$ cat config.mk
export PLATFORM = sky130hd
export DESIGN_NAME = ring_poll_timer
export DESIGN_NICKNAME = d
export VERILOG_FILES = /design/src/rtl/ring_poll_pkg.sv /design/src/rtl/ring_poll_fsm.sv /design/src/rtl/ring_poll_host.sv /design/src/rtl/ring_poll_ivl.sv /design/src/rtl/ring_poll_cnt.sv /design/src/rtl/ring_poll_timer.sv
export SDC_FILE = /design/constraint.sdc
export NUM_CORES = 1
export LEC_CHECK = 0
export CORE_UTILIZATION = 40
export CTS_BUF_LIST = sky130_fd_sc_hd__clkbuf_4
export DETAILED_ROUTE_END_ITERATION = 16
export PLACE_DENSITY = 0.78
export SYNTH_ARGS = -nofsm -noshare
export SYNTH_HDL_FRONTEND = slang
export SYNTH_HIERARCHICAL = 1
export SYNTH_SLANG_ARGS = --single-unit
$ cat constraint.sdc
create_clock -name clk -period 1.6 [get_ports clk]
set_clock_uncertainty 0.1 [all_clocks]
set_input_delay 0.16 -clock clk [delete_from_list [all_inputs] [get_ports clk]]
set_output_delay 0.16 -clock clk [all_outputs]
set_load 0.005 [all_outputs]
$ cat src/rtl/ring_poll_pkg.sv
package ring_poll_pkg;

    // Control state of the poll timer.
    typedef enum logic [1:0] {
        PT_COLD = 2'd0,   // after reset, not yet primed
        PT_IDLE = 2'd1,   // primed, counter holding
        PT_RUN  = 2'd2    // counter advancing
    } pt_state_e;

    // Host register select encoding.
    typedef enum logic {
        SEL_COUNT = 1'b0,
        SEL_IVL   = 1'b1
    } pt_sel_e;

endpackage

$ cat src/rtl/ring_poll_fsm.sv
module ring_poll_fsm
    import ring_poll_pkg::*;
(
    input  logic      clk,
    input  logic      rst_n,
    input  logic      run_en,
    input  logic      prime,
    output pt_state_e state_q,
    output logic      cnt_run
);

    pt_state_e state_d;

    // State register: the only part of the control path cleared by reset.
    always_ff @(posedge clk or negedge rst_n) begin
        if (!rst_n) begin
            state_q <= PT_COLD;
        end else begin
            state_q <= state_d;
        end
    end

    // Transitions: prime, start, halt.
    always_comb begin
        state_d = state_q;
        unique case (state_q)
            PT_COLD: begin
                if (prime) begin
                    state_d = run_en ? PT_RUN : PT_IDLE;
                end
            end
            PT_IDLE: begin
                if (run_en) begin
                    state_d = PT_RUN;
                end
            end
            PT_RUN: begin
                if (!run_en) begin
                    state_d = PT_IDLE;
                end
            end
            default: state_d = PT_COLD;
        endcase
    end

    // Outputs decoded from the registered state only.
    always_comb begin
        cnt_run = 1'b0;
        unique case (state_q)
            PT_COLD: cnt_run = 1'b0;
            PT_IDLE: cnt_run = 1'b0;
            PT_RUN:  cnt_run = 1'b1;
            default: cnt_run = 1'b0;
        endcase
    end

endmodule

$ cat src/rtl/ring_poll_host.sv
module ring_poll_host
    import ring_poll_pkg::*;
#(
    parameter int BUS_W = 32,
    parameter int CNT_W = 16
) (
    input  logic             stop_i,
    input  logic             susp_i,
    input  logic             host_wr,
    input  logic             host_sel,
    input  logic [BUS_W-1:0] host_wdata,
    input  logic [CNT_W-1:0] cnt_q,
    input  logic [CNT_W-1:0] ivl_q,
    output logic             wr_cnt,
    output logic             wr_ivl,
    output logic [CNT_W-1:0] wval,
    output logic [BUS_W-1:0] cnt_rdata,
    output logic [BUS_W-1:0] ivl_rdata
);

    localparam int PAD_W = BUS_W - CNT_W;

    logic gate_open;

    // Writes pass only while the engine is stopped or suspended.
    assign gate_open = stop_i | susp_i;
    assign wr_cnt    = host_wr & gate_open & (pt_sel_e'(host_sel) == SEL_COUNT);
    assign wr_ivl    = host_wr & gate_open & (pt_sel_e'(host_sel) == SEL_IVL);
    assign wval      = host_wdata[CNT_W-1:0];

    generate
        if (PAD_W > 0) begin : g_pad
            logic unused_hi;
            assign unused_hi = ^host_wdata[BUS_W-1:CNT_W];
            assign cnt_rdata = {{PAD_W{1'b0}}, cnt_q};
            assign ivl_rdata = {{PAD_W{1'b0}}, ivl_q};
        end else begin : g_nopad
            assign cnt_rdata = cnt_q;
            assign ivl_rdata = ivl_q;
        end
    endgenerate

endmodule

$ cat src/rtl/ring_poll_ivl.sv
module ring_poll_ivl #(
    parameter int CNT_W   = 16,
    parameter int IGN_LSB = 4
) (
    input  logic             clk,
    input  logic             init_ld,
    input  logic             wr_ivl,
    input  logic [CNT_W-1:0] wval,
    output logic [CNT_W-1:0] ivl_q,
    output logic [CNT_W-1:0] reload_val
);

    // Value survives reset; only the init strobe or a host write sets it.
    always_ff @(posedge clk) begin
        if (init_ld) begin
            ivl_q <= '0;
        end else if (wr_ivl) begin
            ivl_q <= wval;
        end
    end

    generate
        if (IGN_LSB > 0) begin : g_mask
            assign reload_val = {ivl_q[CNT_W-1:IGN_LSB], {IGN_LSB{1'b0}}};
        end else begin : g_full
            assign reload_val = ivl_q;
        end
    endgenerate

endmodule

$ cat src/rtl/ring_poll_cnt.sv
module ring_poll_cnt #(
    parameter int CNT_W = 16
) (
    input  logic             clk,
    input  logic             rst_n,
    input  logic             cnt_run,
    input  logic             init_ld,
    input  logic             wr_cnt,
    input  logic [CNT_W-1:0] wval,
    input  logic [CNT_W-1:0] reload_val,
    output logic [CNT_W-1:0] cnt_q,
    output logic             poll_q
);

    logic at_top;
    logic wrap;

    assign at_top = &cnt_q;
    // A wrap counts only when the reload really happens.
    assign wrap   = cnt_run & at_top & ~init_ld & ~wr_cnt;

    // Counter value survives reset. Priority: init, host write, count.
    always_ff @(posedge clk) begin
        if (init_ld) begin
            cnt_q <= '0;
        end else if (wr_cnt) begin
            cnt_q <= wval;
        end else if (cnt_run) begin
            cnt_q <= at_top ? reload_val : cnt_q + 1'b1;
        end
    end

    // Pulse is registered so it appears together with the reloaded count.
    always_ff @(posedge clk or negedge rst_n) begin
        if (!rst_n) begin
            poll_q <= 1'b0;
        end else begin
            poll_q <= wrap;
        end
    end

endmodule

$ cat src/rtl/ring_poll_timer.sv
module ring_poll_timer
    import ring_poll_pkg::*;
#(
    parameter int BUS_W   = 32,
    parameter int CNT_W   = 16,
    parameter int IGN_LSB = 4
) (
    input  logic             clk,
    input  logic             rst_n,
    input  logic             run_en,
    input  logic             stop_i,
    input  logic             susp_i,
    input  logic             init_load,
    input  logic             host_wr,
    input  logic             host_sel,
    input  logic [BUS_W-1:0] host_wdata,
    output logic [BUS_W-1:0] cnt_rdata,
    output logic [BUS_W-1:0] ivl_rdata,
    output logic             poll_req
);

    pt_state_e        state;
    logic             cnt_run;
    logic             wr_cnt_ok;
    logic             wr_ivl_ok;
    logic [CNT_W-1:0] wval;
    logic [CNT_W-1:0] cnt_q;
    logic [CNT_W-1:0] ivl_q;
    logic [CNT_W-1:0] reload_val;
    logic             prime;

    assign prime = init_load | wr_ivl_ok;

    ring_poll_host #(.BUS_W(BUS_W), .CNT_W(CNT_W)) u_host (
        .stop_i     (stop_i),
        .susp_i     (susp_i),
        .host_wr    (host_wr),
        .host_sel   (host_sel),
        .host_wdata (host_wdata),
        .cnt_q      (cnt_q),
        .ivl_q      (ivl_q),
        .wr_cnt     (wr_cnt_ok),
        .wr_ivl     (wr_ivl_ok),
        .wval       (wval),
        .cnt_rdata  (cnt_rdata),
        .ivl_rdata  (ivl_rdata)
    );

    ring_poll_fsm u_fsm (
        .clk     (clk),
        .rst_n   (rst_n),
        .run_en  (run_en),
        .prime   (prime),
        .state_q (state),
        .cnt_run (cnt_run)
    );

    ring_poll_ivl #(.CNT_W(CNT_W), .IGN_LSB(IGN_LSB)) u_ivl (
        .clk        (clk),
        .init_ld    (init_load),
        .wr_ivl     (wr_ivl_ok),
        .wval       (wval),
        .ivl_q      (ivl_q),
        .reload_val (reload_val)
    );

    ring_poll_cnt #(.CNT_W(CNT_W)) u_cnt (
        .clk        (clk),
        .rst_n      (rst_n),
        .cnt_run    (cnt_run),
        .init_ld    (init_load),
        .wr_cnt     (wr_cnt_ok),
        .wval       (wval),
        .reload_val (reload_val),
        .cnt_q      (cnt_q),
        .poll_q     (poll_req)
    );

endmodule

==> results.txt <==
status - complete, but fails checks
failing checks - setup timing
Switching Share - 29.0%
TritonCTS clock tree - done
row cnt - 28
Final HPWL DP - 4150 µm
routed via count - 1932
Final Net Count - 376
total wire length - 5440 µm
Reg clk slew, reported paths - 0.12 ns
M3 GR Usage - 4.22%
Overflow after GRT - 0
IO Pins - 105
Min-Delay Path Class - input pin to flop
full die area - 6690 µm²
worst hold stages - 2
root buffer cell - clkbuf_4
first-pass GRT wire length - 8510 µm
commonest non-fill, non-tap cell in the layout - clkdlybuf4s50_1
Top Usage Layer GRT - met2
Core Region - 6030 µm²
Clock power frac - 25.6%
Longest Clk Path Bufs - 2
arrival time at the worst endpoint - 1.75 ns
post-synthesis compound-gate area fraction - 9.43%
crit path launch type - flop
Design Area, Final - 3000 µm²
max cap viols - 0
VDD IR max - 0.000299 V
worst skew pair latency - 0.35 ns
Setup CP Type - flop to flop
leak pwr - 1.40 nW
Worst Path Max Fanout - 6
Mapped Avg Cell Area - 8.32 µm²
CP Capture Type - flop
simple-gate share of the synthesized area - 17.5%
# diodes - 0
Slew Viols, Final - 0
min Tclk post-route - 1.62 ns
DRT Pass-1 Iters - 4
IO buf count - 56
final total power - 0.00192 W
crit share post-route - 101%
Reg area - 736 µm²
vias per inst - 4.70
xor-xnor portion of the synthesized cell area - 3.44%
setup bufs post-CTS - 0
cell-internal power - 0.00137 W
multi-input logic area - 1200 µm²
initial antenna violation count - 0
largest family of logic cells by synthesized area - buffers and inverters
Max Clk Rate - 617 MHz
combinational share of power - 24.5%
mux contribution to synthesized area - 8.69%
Synth Cell Area - 2550 µm²
number of fill cells in the layout - 597
routing usage on met2 - 29.9%
#FFs+latches synth - 35
slowest CP cell - dfxtp_2
synthesized instance count - 306
Finish-stage setup viols - 5
Seq/Total Area, Yosys - 28.1%
yosys warns - 6
Power Density - 642 nW/µm²
area share of fa/ha/maj cells after synthesis - 0.491%
# DRC - 0
Sink Count - 35
fraction of layout cells with a size suffix above 1 - 23.5%
critical path's largest stage delay - 0.34 ns
final worst setup slack - -0.0201 ns
Data required, critical path - 1.73 ns
met1 Use GR - 19.7%
initial DRC count - 73
Reg power frac - 49.9%
library cells used by synthesis - 45
Num CTS Buffers - 5
Layout area overhead - 17.6%
worst-path cell chain - and3_1, and3_2, buf_4, nand2_2, mux2i_1, o22ai_1
RSZ-0062 raised after global routing - true
vias in the first global route - 1833
worst-case reg-to-reg path depth - 6
Die X - 81.8 µm
most frequent cells in the layout - clkdlybuf4s50_1 (43), buf_4 (37), conb_1 (36), nor2_1 (26), mux2i_1 (21)
H-tree Lvls - 2
Fin. Hold Viols - 0
Area after DPL - 2850 µm²
Die Y - 81.8 µm
routed len/inst - 13.2 µm
GRT Overall Usage - 16.9%
antenna viol nets, final - 0
Sw Pwr - 0.000558 W
Starting Density - 42.3%
Routability Congestion - 0.870
largest net degree at the start of global routing - 25
==> power groups by stage <==
stage | logic [W] | registers (W) | clock network (W)
floorplan | 0.000370 | 0.000984 | 0
global placement | 0.000458 | 0.000974 | 0
detailed placement | 0.000466 | 0.000977 | 0
CTS | 0.000465 | 0.000959 | 0.000500
global route | 0.000519 | 0.000967 | 0.000536
finish | 0.000470 | 0.000961 | 0.000493
==> path summary, 6_finish.rpt <==
kind / from / end / slack (ns)
max: u_cnt/cnt_q[13]$_SDFFE_PP0P_ / u_cnt/cnt_q[5]$_SDFFE_PP0P_ / -0.02
min: run_en / u_fsm/state_q[1]$_DFFE_PN0P_ / 0.28
max reg2reg: u_cnt/cnt_q[13]$_SDFFE_PP0P_ / u_cnt/cnt_q[5]$_SDFFE_PP0P_ / -0.02
min reg2reg: u_ivl/ivl_q[6]$_SDFFE_PP0P_ / u_cnt/cnt_q[6]$_SDFFE_PP0P_ / 0.38
max in group asynchronous: rst_n / u_cnt/poll_q$_DFF_PN0_ / 0.77
min in group asynchronous: rst_n / u_fsm/state_q[1]$_DFFE_PN0P_ / 0.44
==> cell usage after synthesis (all sizes together) <==
cell type	number	area share (%)
inv	3	0.44
xnor2	6	2.1
nor3	5	1.4
mux2	1	0.44
o2bb2ai	1	0.34
nand3	5	1.2
a31oi	7	1.7
or3	1	0.25
and2	1	0.25
nor2	28	4.1
dfrtp	3	2.9
nor3b	10	2.9
a21oi	16	3.1
nand4b	1	0.34
nand2b	2	0.49
o31ai	1	0.29
clkbuf	4	0.59
mux2i	21	8.3
o21ai	8	1.7
nand3b	1	0.29
nor4	1	0.25
dfxtp	32	25
nand2	12	1.9
nor2b	2	0.49
and2b	1	0.29
xor2	4	1.4
buf	105	31
a311oi	1	0.34
or2	1	0.25
nand4	5	1.2
conb	2	0.29
and3b	1	0.34
ha	1	0.49
and3	6	1.5
o32a	1	0.39
o22ai	6	1.5
==> worst max-delay path: cells and delay by family, from the launching register on <==
kind            cells  cell delay, ns
simple gates        3            0.61
mux                 1            0.21
buf+inv             1            0.15
flops               1            0.34
compound gates      1            0.09
==> logic make-up (layout without fill, tap and decap cells) <==
logic type / count (synthesis) / count (layout)
mux: 22 / 22
fa+ha+maj: 1 / 1
other cells: 2 / 36
xor+xnor: 10 / 10
buf+inv: 112 / 108
flops: 35 / 35
simple gates: 83 / 83
compound gates: 41 / 41
==> per-layer routing <==
metal  vias to the layer above  routed length (µm)
li1                        962                   -
met1                       895                2210
met2                        69                2830
met3                         6                 354
met4                         0                  47
met5                         -                   0
==> stage by stage <==
| stage | setup slack (ns) | instances | hold WS (ns) | TNS (ns) | util (%) |
|---|---|---|---|---|---|
| 3_5_place_dp | -0.279 | 402 | 0.287 | -5.83 | 47.3 |
| 5_1_grt | -0.0806 | 411 | 0.283 | -0.657 | 49.7 |
| 6_report | -0.0201 | 411 | 0.284 | -0.0482 | 49.7 |
| 3_3_place_gp | -0.200 | 402 | 0.284 | -4.00 | 47.3 |
| 2_1_floorplan | 0.0133 | 340 | -0.236 | 0 | - |
| 4_1_cts | -0.000257 | 411 | 0.282 | -0.000257 | 48.5 |
==> sequential cells by signal, indices dropped and copies added, names as in the netlist <==
register       flops
u_cnt/cnt_q       16
u_fsm/state_q      2
u_cnt/poll_q       1
u_ivl/ivl_q       16
==> layout make-up <==
cell class / instances / area share [%]
clock buffers: 6 / 1.50
clock inverters: 2 / 0.292
inverters: 3 / 0.376
multi-input cells: 193 / 40.1
flip-flops and latches: 35 / 24.6
well taps: 75 / 3.13
repair buffers: 97 / 30.0
==> what timing repair did <==
| item | in CTS | in global routing |
|---|---|---|
| gates resized for setup | 11 | 26 |
| cloned | 0 | 0 |
| endpoints found under the hold margin | 3 | 0 |
| pin swaps | 1 | 1 |
| hold buffers | 1 | 0 |
| endpoints found under the setup margin | 11 | 27 |
No activity file was read; power rests on OpenSTA's default activity.
